**config.mk**
```make
export PLATFORM = sky130hd
export DESIGN_NAME = sync_shift_if
export DESIGN_NICKNAME = d
export VERILOG_FILES = /design/src/rtl/ssi_pkg.sv /design/src/rtl/ssi_sync.sv /design/src/rtl/ssi_clkgen.sv /design/src/rtl/ssi_engine.sv /design/src/rtl/sync_shift_if.sv
export SDC_FILE = /design/constraint.sdc
export NUM_CORES = 1
export LEC_CHECK = 0
export ABC_AREA = 1
export BUFFER_PORTS_ARGS = -buffer_cell sky130_fd_sc_hd__buf_2
export CAP_MARGIN = 25
export CORE_MARGIN = 2
export CORE_UTILIZATION = 55
export DETAILED_ROUTE_END_ITERATION = 8
export PLACE_DENSITY = 0.79
export SLEW_MARGIN = 40
export SYNTH_ARGS = -nofsm -noshare
export SYNTH_HDL_FRONTEND = slang
export SYNTH_HIERARCHICAL = 1
export SYNTH_SLANG_ARGS = --single-unit
```
**constraint.sdc**
```tcl
create_clock -name clk -period 1.4 [get_ports clk]
set_clock_uncertainty 0.2 [all_clocks]
set_input_delay 0.35 -clock clk [delete_from_list [all_inputs] [get_ports clk]]
set_output_delay 0.35 -clock clk [all_outputs]
set_load 0.01 [all_outputs]
```
**src/rtl/ssi_pkg.sv**
```systemverilog
package ssi_pkg;

  // Shift clock source; the three internal choices make the block master.
  typedef enum logic [1:0] {
    CS_EXT  = 2'b00,
    CS_DIV4 = 2'b01,
    CS_DIV2 = 2'b10,
    CS_DIV1 = 2'b11
  } clk_src_e;

  localparam int ADDR_W = 2;
  localparam logic [ADDR_W-1:0] ADDR_DATA = 2'd0;
  localparam logic [ADDR_W-1:0] ADDR_CTRL = 2'd1;
  localparam logic [ADDR_W-1:0] ADDR_IRQ  = 2'd2;

  // Control and interrupt field positions
  localparam int CTRL_SAMPLE_FALL = 2;
  localparam int CTRL_TRIG        = 3;
  localparam int IRQ_MASK_BIT     = 0;
  localparam int IRQ_FLAG_BIT     = 1;

  // Longest half period of the generated clock, in system clock cycles
  localparam int MAX_HALF = 4;

endpackage

```
**src/rtl/ssi_sync.sv**
```systemverilog
module ssi_sync #(
  parameter int              WIDTH   = 1,
  parameter int              STAGES  = 2,
  parameter logic [WIDTH-1:0] RST_VAL = '0
) (
  input  logic             clk,
  input  logic             rst_n,
  input  logic [WIDTH-1:0] d,
  output logic [WIDTH-1:0] q
);

  logic [STAGES-1:0][WIDTH-1:0] stg_q;

  always_ff @(posedge clk or negedge rst_n) begin
    if (!rst_n) begin
      stg_q <= {STAGES{RST_VAL}};
    end else begin
      stg_q <= {stg_q[STAGES-2:0], d};
    end
  end

  assign q = stg_q[STAGES-1];

endmodule

```
**src/rtl/ssi_clkgen.sv**
```systemverilog
module ssi_clkgen
  import ssi_pkg::*;
(
  input  logic     clk,
  input  logic     rst_n,
  input  clk_src_e src,
  input  logic     run,
  input  logic     ext_sclk_s,
  output logic     master,
  output logic     sclk_out,
  output logic     fall_ev,
  output logic     rise_ev
);

  localparam int CNT_W = $clog2(MAX_HALF);

  logic [CNT_W-1:0] cnt_q, cnt_n;
  logic [CNT_W-1:0] half_m1;
  logic             sclk_q, sclk_n;
  logic             ext_prev_q;
  logic             tick;

  assign master = (src != CS_EXT);

  always_comb begin
    unique case (src)
      CS_DIV1: half_m1 = CNT_W'(0);
      CS_DIV2: half_m1 = CNT_W'(1);
      default: half_m1 = CNT_W'(MAX_HALF - 1);
    endcase
  end

  assign tick = run && master && (cnt_q == half_m1);

  always_comb begin
    cnt_n  = cnt_q;
    sclk_n = sclk_q;
    if (!run || !master) begin
      cnt_n  = '0;
      sclk_n = 1'b1;
    end else if (tick) begin
      cnt_n  = '0;
      sclk_n = ~sclk_q;
    end else begin
      cnt_n  = cnt_q + CNT_W'(1);
    end
  end

  always_ff @(posedge clk or negedge rst_n) begin
    if (!rst_n) begin
      cnt_q      <= '0;
      sclk_q     <= 1'b1;
      ext_prev_q <= 1'b1;
    end else begin
      cnt_q      <= cnt_n;
      sclk_q     <= sclk_n;
      ext_prev_q <= ext_sclk_s;
    end
  end

  // Edge strobes mark the cycle at whose end the shift clock changes level
  always_comb begin
    if (master) begin
      fall_ev = tick && sclk_q;
      rise_ev = tick && !sclk_q;
    end else begin
      fall_ev = ext_prev_q && !ext_sclk_s;
      rise_ev = !ext_prev_q && ext_sclk_s;
    end
  end

  assign sclk_out = sclk_q;

  // generated clock returns high whenever it is not running
  a_r2_idle_high: assert property (@(posedge clk) disable iff (!rst_n)
    (!run || !master) |=> sclk_q);

endmodule

```
**src/rtl/ssi_engine.sv**
```systemverilog
module ssi_engine #(
  parameter int DATA_W = 8
) (
  input  logic              clk,
  input  logic              rst_n,
  input  logic              fall_ev,
  input  logic              rise_ev,
  input  logic              sample_fall,
  input  logic              sdi_bit,
  input  logic              data_wr,
  input  logic              data_rd,
  input  logic [DATA_W-1:0] wdata,
  input  logic              trig,
  output logic              busy,
  output logic [DATA_W-1:0] shreg,
  output logic              sdo,
  output logic              done
);

  localparam int BIT_W = $clog2(DATA_W);
  localparam logic [BIT_W-1:0] LAST_BIT = BIT_W'(DATA_W - 1);

  logic              busy_q, busy_n;
  logic              armed_q, armed_n;
  logic [BIT_W-1:0]  bit_q, bit_n;
  logic [DATA_W-1:0] sr_q, sr_n;
  logic              sdo_q, sdo_n;
  logic              shift_ev;
  logic              accept;

  assign accept   = trig && armed_q && !busy_q;
  assign shift_ev = sample_fall ? fall_ev : rise_ev;

  always_comb begin
    busy_n  = busy_q;
    armed_n = armed_q;
    bit_n   = bit_q;
    sr_n    = sr_q;
    sdo_n   = sdo_q;
    done    = 1'b0;
    if (!busy_q) begin
      if (data_wr) begin
        sr_n = wdata;
      end
      if (data_wr || data_rd) begin
        armed_n = 1'b1;
      end
      if (accept) begin
        busy_n  = 1'b1;
        armed_n = 1'b0;
        bit_n   = '0;
      end
    end else begin
      if (fall_ev) begin
        sdo_n = sr_q[0];
      end
      if (shift_ev) begin
        sr_n = {sdi_bit, sr_q[DATA_W-1:1]};
      end
      if (rise_ev) begin
        if (bit_q == LAST_BIT) begin
          busy_n = 1'b0;
          done   = 1'b1;
        end else begin
          bit_n = bit_q + BIT_W'(1);
        end
      end
    end
  end

  always_ff @(posedge clk or negedge rst_n) begin
    if (!rst_n) begin
      busy_q  <= 1'b0;
      armed_q <= 1'b0;
      bit_q   <= '0;
      sr_q    <= '0;
      sdo_q   <= 1'b1;
    end else begin
      busy_q  <= busy_n;
      armed_q <= armed_n;
      bit_q   <= bit_n;
      sr_q    <= sr_n;
      sdo_q   <= sdo_n;
    end
  end

  assign busy  = busy_q;
  assign shreg = sr_q;
  assign sdo   = sdo_q;

  // output moves only after a falling shift edge of a running transfer
  a_r3_sdo_on_fall: assert property (@(posedge clk) disable iff (!rst_n)
    !$stable(sdo_q) |-> $past(busy_q && fall_ev));

  // without arming the engine cannot leave idle
  a_r6_no_start_unarmed: assert property (@(posedge clk) disable iff (!rst_n)
    (!armed_q && !busy_q) |=> !busy_q);

  // a trigger during a transfer neither stops nor restarts it
  a_r7_trig_while_busy: assert property (@(posedge clk) disable iff (!rst_n)
    (busy_q && trig && !done) |=> busy_q);

  // every start consumes the arming
  a_r8_start_consumes_arm: assert property (@(posedge clk) disable iff (!rst_n)
    $rose(busy_q) |-> ($past(armed_q) && !armed_q));

endmodule

```
**src/rtl/sync_shift_if.sv**
```systemverilog
module sync_shift_if
  import ssi_pkg::*;
#(
  parameter int DATA_W = 8
) (
  input  logic              clk,
  input  logic              rst_n,
  input  logic [ADDR_W-1:0] reg_addr,
  input  logic              reg_wr,
  input  logic              reg_rd,
  input  logic [DATA_W-1:0] reg_wdata,
  output logic [DATA_W-1:0] reg_rdata,
  input  logic              sclk_in,
  input  logic              sdi,
  output logic              sclk_out,
  output logic              sdo,
  output logic              irq
);

  logic rst_i;
  ssi_sync #(.WIDTH(1), .STAGES(2), .RST_VAL(1'b0)) u_rst_sync (
    .clk  (clk),
    .rst_n(rst_n),
    .d    (1'b1),
    .q    (rst_i)
  );

  logic [1:0] pins_s;
  ssi_sync #(.WIDTH(2), .STAGES(2), .RST_VAL(2'b10)) u_pin_sync (
    .clk  (clk),
    .rst_n(rst_i),
    .d    ({sclk_in, sdi}),
    .q    (pins_s)
  );

  // Register strobes
  logic wr_data, rd_data, wr_ctrl, wr_irq;
  assign wr_data = reg_wr && (reg_addr == ADDR_DATA);
  assign rd_data = reg_rd && (reg_addr == ADDR_DATA);
  assign wr_ctrl = reg_wr && (reg_addr == ADDR_CTRL);
  assign wr_irq  = reg_wr && (reg_addr == ADDR_IRQ);

  logic     unused_wdata_hi;
  assign unused_wdata_hi = ^reg_wdata[DATA_W-1:CTRL_TRIG+1];

  // Control and interrupt state
  clk_src_e src_q, src_n;
  logic     smp_fall_q, smp_fall_n;
  logic     mask_q, mask_n;
  logic     flag_q, flag_n;
  logic     trig;
  logic     done;
  logic     busy;
  logic     master;
  logic     fall_ev, rise_ev;
  logic     sdi_bit;
  logic [DATA_W-1:0] shreg;

  assign trig = wr_ctrl && reg_wdata[CTRL_TRIG];

  always_comb begin
    src_n      = src_q;
    smp_fall_n = smp_fall_q;
    mask_n     = mask_q;
    flag_n     = flag_q;
    if (wr_ctrl) begin
      src_n      = clk_src_e'(reg_wdata[1:0]);
      smp_fall_n = reg_wdata[CTRL_SAMPLE_FALL];
    end
    if (wr_irq) begin
      mask_n = reg_wdata[IRQ_MASK_BIT];
      if (reg_wdata[IRQ_FLAG_BIT]) begin
        flag_n = 1'b0;
      end
    end
    if (done) begin
      flag_n = 1'b1;
    end
  end

  always_ff @(posedge clk or negedge rst_i) begin
    if (!rst_i) begin
      src_q      <= CS_EXT;
      smp_fall_q <= 1'b0;
      mask_q     <= 1'b0;
      flag_q     <= 1'b0;
    end else begin
      src_q      <= src_n;
      smp_fall_q <= smp_fall_n;
      mask_q     <= mask_n;
      flag_q     <= flag_n;
    end
  end

  ssi_clkgen u_clkgen (
    .clk       (clk),
    .rst_n     (rst_i),
    .src       (src_q),
    .run       (busy),
    .ext_sclk_s(pins_s[1]),
    .master    (master),
    .sclk_out  (sclk_out),
    .fall_ev   (fall_ev),
    .rise_ev   (rise_ev)
  );

  // Own clock times the data in master mode; the peer's clock needs the synchronized copy
  assign sdi_bit = master ? sdi : pins_s[0];

  ssi_engine #(.DATA_W(DATA_W)) u_engine (
    .clk        (clk),
    .rst_n      (rst_i),
    .fall_ev    (fall_ev),
    .rise_ev    (rise_ev),
    .sample_fall(smp_fall_q),
    .sdi_bit    (sdi_bit),
    .data_wr    (wr_data),
    .data_rd    (rd_data),
    .wdata      (reg_wdata),
    .trig       (trig),
    .busy       (busy),
    .shreg      (shreg),
    .sdo        (sdo),
    .done       (done)
  );

  always_comb begin
    reg_rdata = '0;
    unique case (reg_addr)
      ADDR_DATA: reg_rdata = shreg;
      ADDR_CTRL: begin
        reg_rdata[1:0]              = src_q;
        reg_rdata[CTRL_SAMPLE_FALL] = smp_fall_q;
      end
      ADDR_IRQ: begin
        reg_rdata[IRQ_MASK_BIT] = mask_q;
        reg_rdata[IRQ_FLAG_BIT] = flag_q;
      end
      default: reg_rdata = '0;
    endcase
  end

  assign irq = flag_q && mask_q;

  // completion always leaves the flag set
  a_r9_flag_on_done: assert property (@(posedge clk) disable iff (!rst_i)
    done |=> flag_q);

endmodule

```
# Yosys cells after proc, flatten, opt, wreduce, memory -nomap -nowiden
# Cells that the tools add are included.
# word_totals
ff_bits,29
latch_bits,0
mem_bits_rw,0
romBits,0
inputBits,16
output_inout_bits,11
elab_cells,94
n_memories,0
# classes
add_sub_neg,2
n_mul,0
n_div,0
order_cmp,0
eq_ne,9
shift,0
mux,31
bitwise_logic,2
n_reduce_logical,34
# op_table
op,n
two-way mux 8 bit,3
two-way mux 1 bit,18
logical AND 1 bit,14
nonzero test 2 bit,7
two-way mux 3 bit,4
AND reduction 2 bit,4
equality test 2 bit (second input constant),3
case mux 2 bit (3 select lines),1
zero test 1 bit,5
two-way mux 5 bit,1
two-way mux 2 bit,2
!= test 2 bit (second input constant),2
case mux 2 bit (2 select lines),1
adder 3 x 1 -> 3 bit (second input constant),1
equality test 3 bit (second input constant),1
AND reduction 3 bit,1
adder 2 x 1 -> 2 bit (second input constant),1
equality test 2 x 1 -> 1 bit (second input constant),1
equality test 2 bit,1
zero test 2 bit,1
logical OR 1 bit,2
!= test 2 x 1 -> 1 bit (second input constant),1
NOT 1 bit,2
case mux 1 bit (2 select lines),1

# Logic depth before layout (Yosys ltp)
# Gate-level depths: netlist (run 1).
# logic_depth
depth_word,10
ltp_mapped,11
depth_no_buf,11

# Hierarchy
# Netlist (run 1), hierarchy kept.
# by_module_without_submodules
module,n_inst,cells_each,area_each_um2,seq_area_each_um2
ssi_engine,1,100,755.7,351.6
sync_shift_if,1,59,352.8,125.1
ssi_clkgen,1,36,257.7,102.6
ssi_sync (u_pin_sync),1,6,117.6,102.6
ssi_sync (u_rst_sync),1,2,50.0,50.0

# Worst setup path after synthesis (run 1)
# OpenSTA, ideal clock, no wires.
# synth_path
path_type,register to register
from,"register u_engine.busy_q, in the netlist u_engine/busy"
to,"register u_engine.sr_q[0], in the netlist u_engine/shreg[0]"
setup_ns,0.119
arrival_ns,1.363
setup_slack_ns,-0.282
stages_incl_launch_ff,10
n_path_buf,0
cell_sequence,dfrtp_1 inv_1 nor3_1 nand2_1 o21ai_1 inv_1 nand2_1 nand3_1 nand3_1 nand2_1
# synth_between
elab_chain_len,7
word_cells_on_any_way,11
classes_between,1 x eq/ne; 4 x mux; 6 x reduce/logical
# synth_lines
element,line,text
start: declaration,ssi_engine.sv:23,"logic busy_q, busy_n;"
start signal: assignment,ssi_engine.sv:79,busy_q <= busy_n;
logical AND 1 bit (2 in series),ssi_clkgen.sv:33,assign tick = run && master && (cnt_q == half_m1);
logical AND 1 bit,ssi_clkgen.sv:65,rise_ev = tick && !sclk_q;
two-way mux 1 bit,ssi_clkgen.sv:63,if (master) begin
named net rise_ev,sync_shift_if.sv:55,"logic fall_ev, rise_ev;"
two-way mux 1 bit,ssi_engine.sv:32,assign shift_ev = sample_fall ? fall_ev : rise_ev;
!= test 2 bit (no source line),--,
AND reduction 2 bit (no source line),--,
end signal: assignment,ssi_engine.sv:82,sr_q <= sr_n;
end: declaration,ssi_engine.sv:26,"logic [DATA_W-1:0] sr_q, sr_n;"
# The timed path passes the listed nets, and every way through them passes these cells.
# A chain may end at the register's enable or synchronous reset.

# Worst setup path after layout (run 1)
# layout_path
from,"register u_clkgen.sclk_q, in the netlist u_clkgen/sclk_out"
to,"register u_engine.sr_q[1], in the netlist u_engine/shreg[1]"
# layout_between
word_cells_on_any_way,8
classes_between,1 x eq/ne; 3 x mux; 4 x reduce/logical
# layout_lines
element,line,text
start: declaration,ssi_clkgen.sv:19,"logic sclk_q, sclk_n;"
start signal: assignment,ssi_clkgen.sv:56,sclk_q <= sclk_n;
logical AND 1 bit,ssi_clkgen.sv:64,fall_ev = tick && sclk_q;
two-way mux 1 bit,ssi_clkgen.sv:63,
named net fall_ev,sync_shift_if.sv:55,
two-way mux 1 bit,ssi_engine.sv:32,
!= test 2 bit (no source line),--,
AND reduction 2 bit (no source line),--,
# The timed path passes the listed nets, and every way through them passes these cells.

==> results.yml, run 1 <==
power_and_ir_drop:
  power.switching_mw: 1.62
  power-per-cell-area_mw_per_mm2: 1800
  sw_frac_of_total_pct: 39.3
  cellInternalPower_mw: 2.49
  max-vdd-ir-drop_uv: 1520
  part_of_the_total_power_dissipated_in_the_clock_network_pct: 16.2
  comb_power_share_pct: 51.4
  power.sequential.fraction_pct: 32.4
  p_leak_nw: 1.24
finish:
  antennaDiodeCount: 0
  nets: 293
  flow.area_growth_from_synthesis_pct: 48.9
  layoutNonFillerInstCount: 307
  layout_cell_share_with_drive_strength_beyond_1_pct: 44.2
sta:
  report.final.hold_viol_count: 0
  highest_attainable_clock_frequency_ghz: 0.560
  post-route-worst-setup-slack_ns: -0.387
  rsz_0062_raised_after_global_routing: "yes"
  final_max_slew_violation_count: 0
  finalSetupViolations: 25
  finalSetupTns_ns: -6.14
  period_minus_slack_ns: 1.79
  period_share_pct: 128
synthesis:
  synth_sequential_area_ratio_pct: 47.7
  synth_enable_flop_cells: 0
  post-synth-top-area-fraction_pct: 39.2
  synth.largest_area_cell: "sky130_fd_sc_hd__dfrtp_1"
  synth-async-reset-ratio_pct: 100
  synth_compound_area_share_pct: 4.08
  yosysWarningCount: 6
  dominant_combinational_cell_family_by_area_after_synthesis: "simple AND/OR/NAND/NOR gates"
  synth_area_leaders: "sky130_fd_sc_hd__dfrtp_1, sky130_fd_sc_hd__nand2_1, sky130_fd_sc_hd__nand3_1"
  synth-main-ff-cell: "sky130_fd_sc_hd__dfrtp_1"
  synth_seq_cells: 29
  post-synth-top-count-cell: "sky130_fd_sc_hd__nand2_1"
  synth_adder_area_share_pct: 1.63
  mapped_nets: 221
  synth_xor_xnor_area_share_pct: 0.571
  post_synth_num_cell_types: 23
  syn_area_mm2: 0.00153
  synth_simple_gate_area_share_pct: 35.2
  syn-mean-instance-area_um2: 7.56
  post_synth_inst_count: 203
  ys_top_cells_by_count: "sky130_fd_sc_hd__nand2_1, sky130_fd_sc_hd__nand3_1, sky130_fd_sc_hd__inv_1"
  synth_mux_area_share_pct: 0
worst_setup_path:
  timing.critical_path.fanout_max: 8
  timing.critical_path.to_type: "flip-flop"
  cp_top_family: "simple AND/OR/NAND/NOR gates"
  path_cells: "inv_2 -> nor3_4 -> nand2_2 -> nand2_4 -> inv_2 -> nand2_2 -> nand3_4 -> nand3_1 -> nand2_1"
  regToRegSetupSlack_ns: -0.39
  worst_r2r_path_depth: 9
  timing.critical_path.arrival_ns: 1.80
  worstPathRequired_ns: 1.41
  worst_setup_path_start_kind: "flip-flop"
  r2r_end: "u_engine/shreg[1]"
  critical_path_buf_inv_count: 2
  cpMaxStageDelayCell: "sky130_fd_sc_hd__dfstp_2"
  path_class: "reg2reg"
  cp_slowest_stage_delay_ns: 0.58
  reg2reg_from: "u_clkgen/sclk_out"
clock_tree:
  clk_root_buffer_cell: "sky130_fd_sc_hd__clkbuf_4"
  clk_path_buf_depth: 2
  cts_made_buffers: 5
  cts_tree: "built"
  clkTransAtPathRegs_ns: 0.09
  cts.htree.levels: 2
  clock-sinks: 29
  clock_latency_ns: 0.33
worst_hold_path:
  holdCritPathClass: "reg2async"
status:
  violations_in_the_final_reports: "negative setup slack"
  status: "finished, violations left"
route:
  wire_per_inst_um: 14.5
  starting_drc_count_in_detailed_routing: 180
  detail_route.vias_per_cell: 5.35
  drt_wl_total_um: 4460
  remaining_drc_errors: 0
  total_number_of_vias: 1642
  antenna_left: 0
  firstDrtPassIters: 4
floorplan:
  core_mm2: 0.00271
  floorplan.io_pins: 27
  start_util_pct: 56.6
  die_outline_height_um: 56.8
  dieArea_mm2: 0.00323
  die_width_um: 56.8
  floorplan.rows: 19
grt:
  grt_antenna_before_repair: 0
  total_track_usage_pct: 26.5
  via_count_of_the_first_global_routing_pass: 1529
  largest_net_degree_at_the_start_of_global_routing: 28
  grt_first_pass_wirelength_um: 6510
  grt.overflow.total: 0
placed_design:
  gp_congestion: 0.831
  port-buffer-count: 26
  detailed_place_hpwl_um: 2350
  placedCellCount: 279
flow_run:
  max-cap-violations: 0
-- metal layers --
layer	part of all wire [%]	vias to the layer above	wire length, um	global-route usage, %
met5	0	-	0	0
met3	7.1	9	318	7.83
met1	38	777	1700	29.6
met2	53	81	2360	46.2
li1	-	775	-	-
met4	1.9	0	83	12.3
-- cell families after synthesis --
| logic type | count (synthesis) |
|---|---|
| flops | 29 |
| xor+xnor | 1 |
| compound gates | 12 |
| fa+ha+maj | 2 |
| buf+inv | 35 |
| simple gates | 123 |
| other cells | 1 |
-- cells in the final DEF, fill, tap and decap left out, drive strengths merged --
| master | synthesis | layout |
|---|---|---|
| or2 | 1 | 1 |
| dfrtp | 24 | 24 |
| nand2 | 67 | 67 |
| nor3 | 3 | 3 |
| clkbuf | 0 | 6 |
| clkinv | 0 | 1 |
| buf | 5 | 67 |
| conb | 1 | 1 |
| nand3 | 34 | 34 |
| dlygate4sd3 | 0 | 3 |
| xnor2 | 1 | 1 |
| nand4 | 1 | 1 |
| o21a | 1 | 1 |
| bufinv | 0 | 1 |
| o21ai | 11 | 11 |
| nor2 | 17 | 17 |
| dfstp | 5 | 5 |
| ha | 2 | 2 |
| inv | 30 | 30 |
-- cell type report --
cell class | count | area (um2)
multi-input cells | 139 | 793
flip-flops and latches | 29 | 736
repair buffers | 70 | 522
fillers | 142 | 427
inverters | 30 | 118
clock buffers | 6 | 41.3
well taps | 31 | 38.8
clock inverters | 2 | 35.0
-- registers in the layout, summed over array words and instances (netlist names), 2 cells and up --
| name | cells |
|---|---|
| u_engine/shreg | 8 |
| u_engine/bit_q | 3 |
| src_q | 2 |
| u_clkgen/cnt_q | 2 |
| u_pin_sync/q | 2 |
| u_pin_sync/stg_q | 2 |
-- worst max-delay path by stage --
stage | from | to | slack [ns] | cells after the start
floorplan | u_clkgen/sclk_out | u_engine/shreg[0] | -0.19 | 9
global placement | reg_addr[1] | u_engine/shreg[3] | -0.38 | 7
detailed placement | reg_addr[1] | u_engine/shreg[1] | -0.38 | 7
CTS | src_q[1] | reg_rdata[1] | -0.33 | 4
global route | src_q[1] | u_engine/shreg[0] | -0.46 | 10
finish | u_clkgen/sclk_out | u_engine/shreg[1] | -0.39 | 9
-- timing repair --
| item | 4_1_cts | 5_1_grt |
|---|---|---|
| gates resized for setup | 29 | 28 |
| hold buffers | 3 | 0 |
| setup endpoints to repair | 25 | 29 |
| buffers inserted | 10 | 9 |
| hold endpoints to repair | 4 | 0 |
| pin swaps | 14 | 9 |
-- power groups by stage --
| stage | Combinational, mW | Sequential (mW) | Clock (mW) |
|---|---|---|---|
| finish | 2.11 | 1.33 | 0.666 |
| global route | 2.28 | 1.36 | 0.721 |
| CTS | 1.74 | 1.30 | 0.672 |
| detailed placement | 1.44 | 1.33 | 0 |
| global placement | 1.41 | 1.33 | 0 |
| floorplan | 0.953 | 1.34 | 0 |
-- worst register-to-register path: cells and delay by family (launching register included) --
| kind | cells | cell delay [ns] |
|---|---|---|
| and+or+nand+nor | 7 | 0.76 |
| DFF | 1 | 0.58 |
| buffers and inverters | 2 | 0.12 |
-- per-stage QoR --
| stage | utilization (%) | power, mW | hold WS [ns] | instance area, um2 | worst slack, ns |
|---|---|---|---|---|---|
| finish | 84.3 | 4.11 | 0.0371 | 2280 | -0.387 |
| global route | 84.3 | 4.36 | 0.0862 | 2280 | -0.463 |
| CTS | 78.4 | 3.72 | 0.0448 | 2120 | -0.329 |
| detailed placement | 67.9 | 2.78 | -0.0641 | 1840 | -0.380 |
| global placement | 67.9 | 2.74 | -0.0642 | 1840 | -0.384 |
| floorplan | - | 2.30 | -0.146 | 1540 | -0.190 |
(Power assumes the default switching activity.)
==> inputs of run 2 (changes only) <==
--- a/config.mk
+++ b/config.mk
@@ -11,7 +11,8 @@
 export CORE_MARGIN = 2
 export CORE_UTILIZATION = 55
 export DETAILED_ROUTE_END_ITERATION = 8
-export PLACE_DENSITY = 0.79
+export PLACE_DENSITY = 0.85
+export REMOVE_ABC_BUFFERS = 1
 export SLEW_MARGIN = 40
 export SYNTH_ARGS = -nofsm -noshare
 export SYNTH_HDL_FRONTEND = slang
==> results.yml, run 2 (synthesized netlist as in run 1, its figures left out) <==
status:
  status: "finished, violations left"
  violations_in_the_final_reports: "negative setup slack"
finish:
  antennaDiodeCount: 0
  most_frequent_standard_cell_in_the_layout_excluding_fill_and_tap_cells: "sky130_fd_sc_hd__nand2_1"
  postLayoutCoreUtil_pct: 85.5
  layout_common_cells: "sky130_fd_sc_hd__nand2_1, sky130_fd_sc_hd__buf_4, sky130_fd_sc_hd__dfrtp_1"
  largest_register_ff_count: 8
  layoutNonFillerInstCount: 305
  nets: 291
  layout_cell_share_with_drive_strength_beyond_1_pct: 47.8
  flow.area_growth_from_synthesis_pct: 51.1
placed_design:
  placedCellCount: 280
  gp_congestion: 0.818
  port-buffer-count: 26
  detailed_place_hpwl_um: 2490
floorplan:
  floorplan.rows: 19
  die_width_um: 56.8
  core_mm2: 0.00271
  dieArea_mm2: 0.00323
  die_outline_height_um: 56.8
  floorplan.io_pins: 27
  start_util_pct: 56.6
worst_setup_path:
  cp_top_family: "simple AND/OR/NAND/NOR gates"
  timing.critical_path.fanout_max: 8
  worst_setup_path_start_kind: "flip-flop"
  r2r_end: "u_engine/shreg[4]"
  path_class: "reg2reg"
  path_cells: "nand2_1 -> nand2_1 -> nand2_2 -> nor2_4 -> nand2_1 -> o21ai_2 -> inv_2 -> nand2_2 -> nand3_4 -> nand3_2 -> nand2_1"
  regToRegSetupSlack_ns: -0.48
  cpMaxStageDelayCell: "sky130_fd_sc_hd__dfrtp_2"
  worst_r2r_path_depth: 11
  critPathMostFrequentCell: "sky130_fd_sc_hd__nand2_1"
  reg2reg_from: "src_q[1]"
  timing.critical_path.to_type: "flip-flop"
  timing.critical_path.arrival_ns: 1.88
  critical_path_buf_inv_count: 1
  worstPathRequired_ns: 1.39
  cp_slowest_stage_delay_ns: 0.48
power_and_ir_drop:
  fin_total_pwr_mw: 4.16
  max-vdd-ir-drop_uv: 1650
  power.sequential.fraction_pct: 32.9
  power-per-cell-area_mw_per_mm2: 1800
  cellInternalPower_mw: 2.37
  comb_power_share_pct: 53.0
  power.switching_mw: 1.79
  sw_frac_of_total_pct: 43.0
  p_leak_nw: 1.24
  part_of_the_total_power_dissipated_in_the_clock_network_pct: 14.1
flow_run:
  max-cap-violations: 0
grt:
  met1_usage_pct: 37.5
  grt.overflow.total: 0
  via_count_of_the_first_global_routing_pass: 1684
  busiest_layer: "met2"
  grt_first_pass_wirelength_um: 7760
  total_track_usage_pct: 32.1
  grt_antenna_before_repair: 0
  grt_util_met2_pct: 54.2
  grt.met3_usage_pct: 7.37
  largest_net_degree_at_the_start_of_global_routing: 27
clock_tree:
  clock-sinks: 29
  clk_root_buffer_cell: "sky130_fd_sc_hd__clkbuf_4"
  clock_latency_ns: 0.33
  clk_path_buf_depth: 2
  cts.htree.levels: 2
  clkTransAtPathRegs_ns: 0.10
  cts_tree: "built"
  cts_made_buffers: 5
sta:
  highest_attainable_clock_frequency_ghz: 0.531
  post-route-worst-setup-slack_ns: -0.485
  finalSetupViolations: 28
  report.final.hold_viol_count: 0
  period_share_pct: 135
  period_minus_slack_ns: 1.88
  rsz_0062_raised_after_global_routing: "yes"
  final_max_slew_violation_count: 0
route:
  wire_per_inst_um: 17.4
  detail_route.vias_per_cell: 5.65
  starting_drc_count_in_detailed_routing: 119
  antenna_left: 0
  total_number_of_vias: 1723
  remaining_drc_errors: 0
  drt_wl_total_um: 5320
  firstDrtPassIters: 4
worst_hold_path:
  holdCritPathClass: "reg2async"
run 2: cell types whose count changed in the layout (fill, tap and decap cells not counted), moves of 3 or more:
| cell | before | now |
|---|---|---|
| sky130_fd_sc_hd__inv_2 | 7 | 10 |
| sky130_fd_sc_hd__buf_4 | 35 | 31 |
| sky130_fd_sc_hd__nor2_1 | 14 | 10 |
| sky130_fd_sc_hd__nand3_1 | 22 | 15 |
| sky130_fd_sc_hd__buf_6 | 11 | 15 |
| sky130_fd_sc_hd__nand3_2 | 9 | 16 |
run 2: layout make-up:
type	instances	area [um2]
flip-flops and latches	29	734
multi-input cells	139	835
clock buffers	7	65.1
well taps	31	38.8
inverters	30	113
fillers	142	393
repair buffers	68	527
clock inverters	1	5.00
run 2: timing repair:
| action | in CTS | in global routing |
|---|---|---|
| pin swaps | 18 | 5 |
| hold endpoints to repair | 4 | 0 |
| hold buffers | 3 | 0 |
| buffers inserted | 13 | 2 |
| endpoints found under the setup margin | 25 | 29 |
| gates resized for setup | 51 | 19 |
run 2: power by group through the flow:
stage	logic [mW]	clock network, mW	registers [mW]
floorplan	0.826	0	1.36
finish	2.21	0.588	1.37
global route	2.35	0.633	1.38
global placement	1.36	0	1.33
detailed placement	1.42	0	1.35
CTS	1.87	0.586	1.33
run 2: worst max-delay path by stage:
stage,from,to,slack [ns],cells past startpoint
detailed placement,src_q[1],u_engine/shreg[5],-0.51,9
floorplan,u_engine/busy,u_engine/shreg[0],-0.43,9
global route,src_q[1],u_engine/shreg[4],-0.55,11
CTS,src_q[0],reg_rdata[0],-0.33,4
global placement,src_q[1],u_engine/shreg[5],-0.39,10
finish,src_q[1],u_engine/shreg[4],-0.48,11
run 2: worst register-to-register path, delay by kind of cell (launching register included):
kind	cells	cell delay (ns)
AND/OR/NAND/NOR	9	0.89
flip-flops	1	0.48
AO/OA/AOI/OAI	1	0.11
buffers and inverters	1	0.07
run 2: metrics by stage:
stage               worst slack, ns  hold WS [ns]  instance area, um2  setup TNS, ns
floorplan                    -0.426        -0.146                1490          -4.81
finish                       -0.485       0.00264                2320          -7.83
detailed placement           -0.507       -0.0612                1840          -7.50
CTS                          -0.326       0.00388                2230          -5.45
global placement             -0.391       -0.0645                1840          -6.23
global route                 -0.547       0.00738                2320          -9.52
run 2: metal layers:
| layer | wire (um) | vias to the layer above |
|---|---|---|
| li1 | - | 775 |
| met1 | 2020 | 828 |
| met2 | 2740 | 92 |
| met3 | 337 | 28 |
| met4 | 222 | 0 |
| met5 | 0 | - |
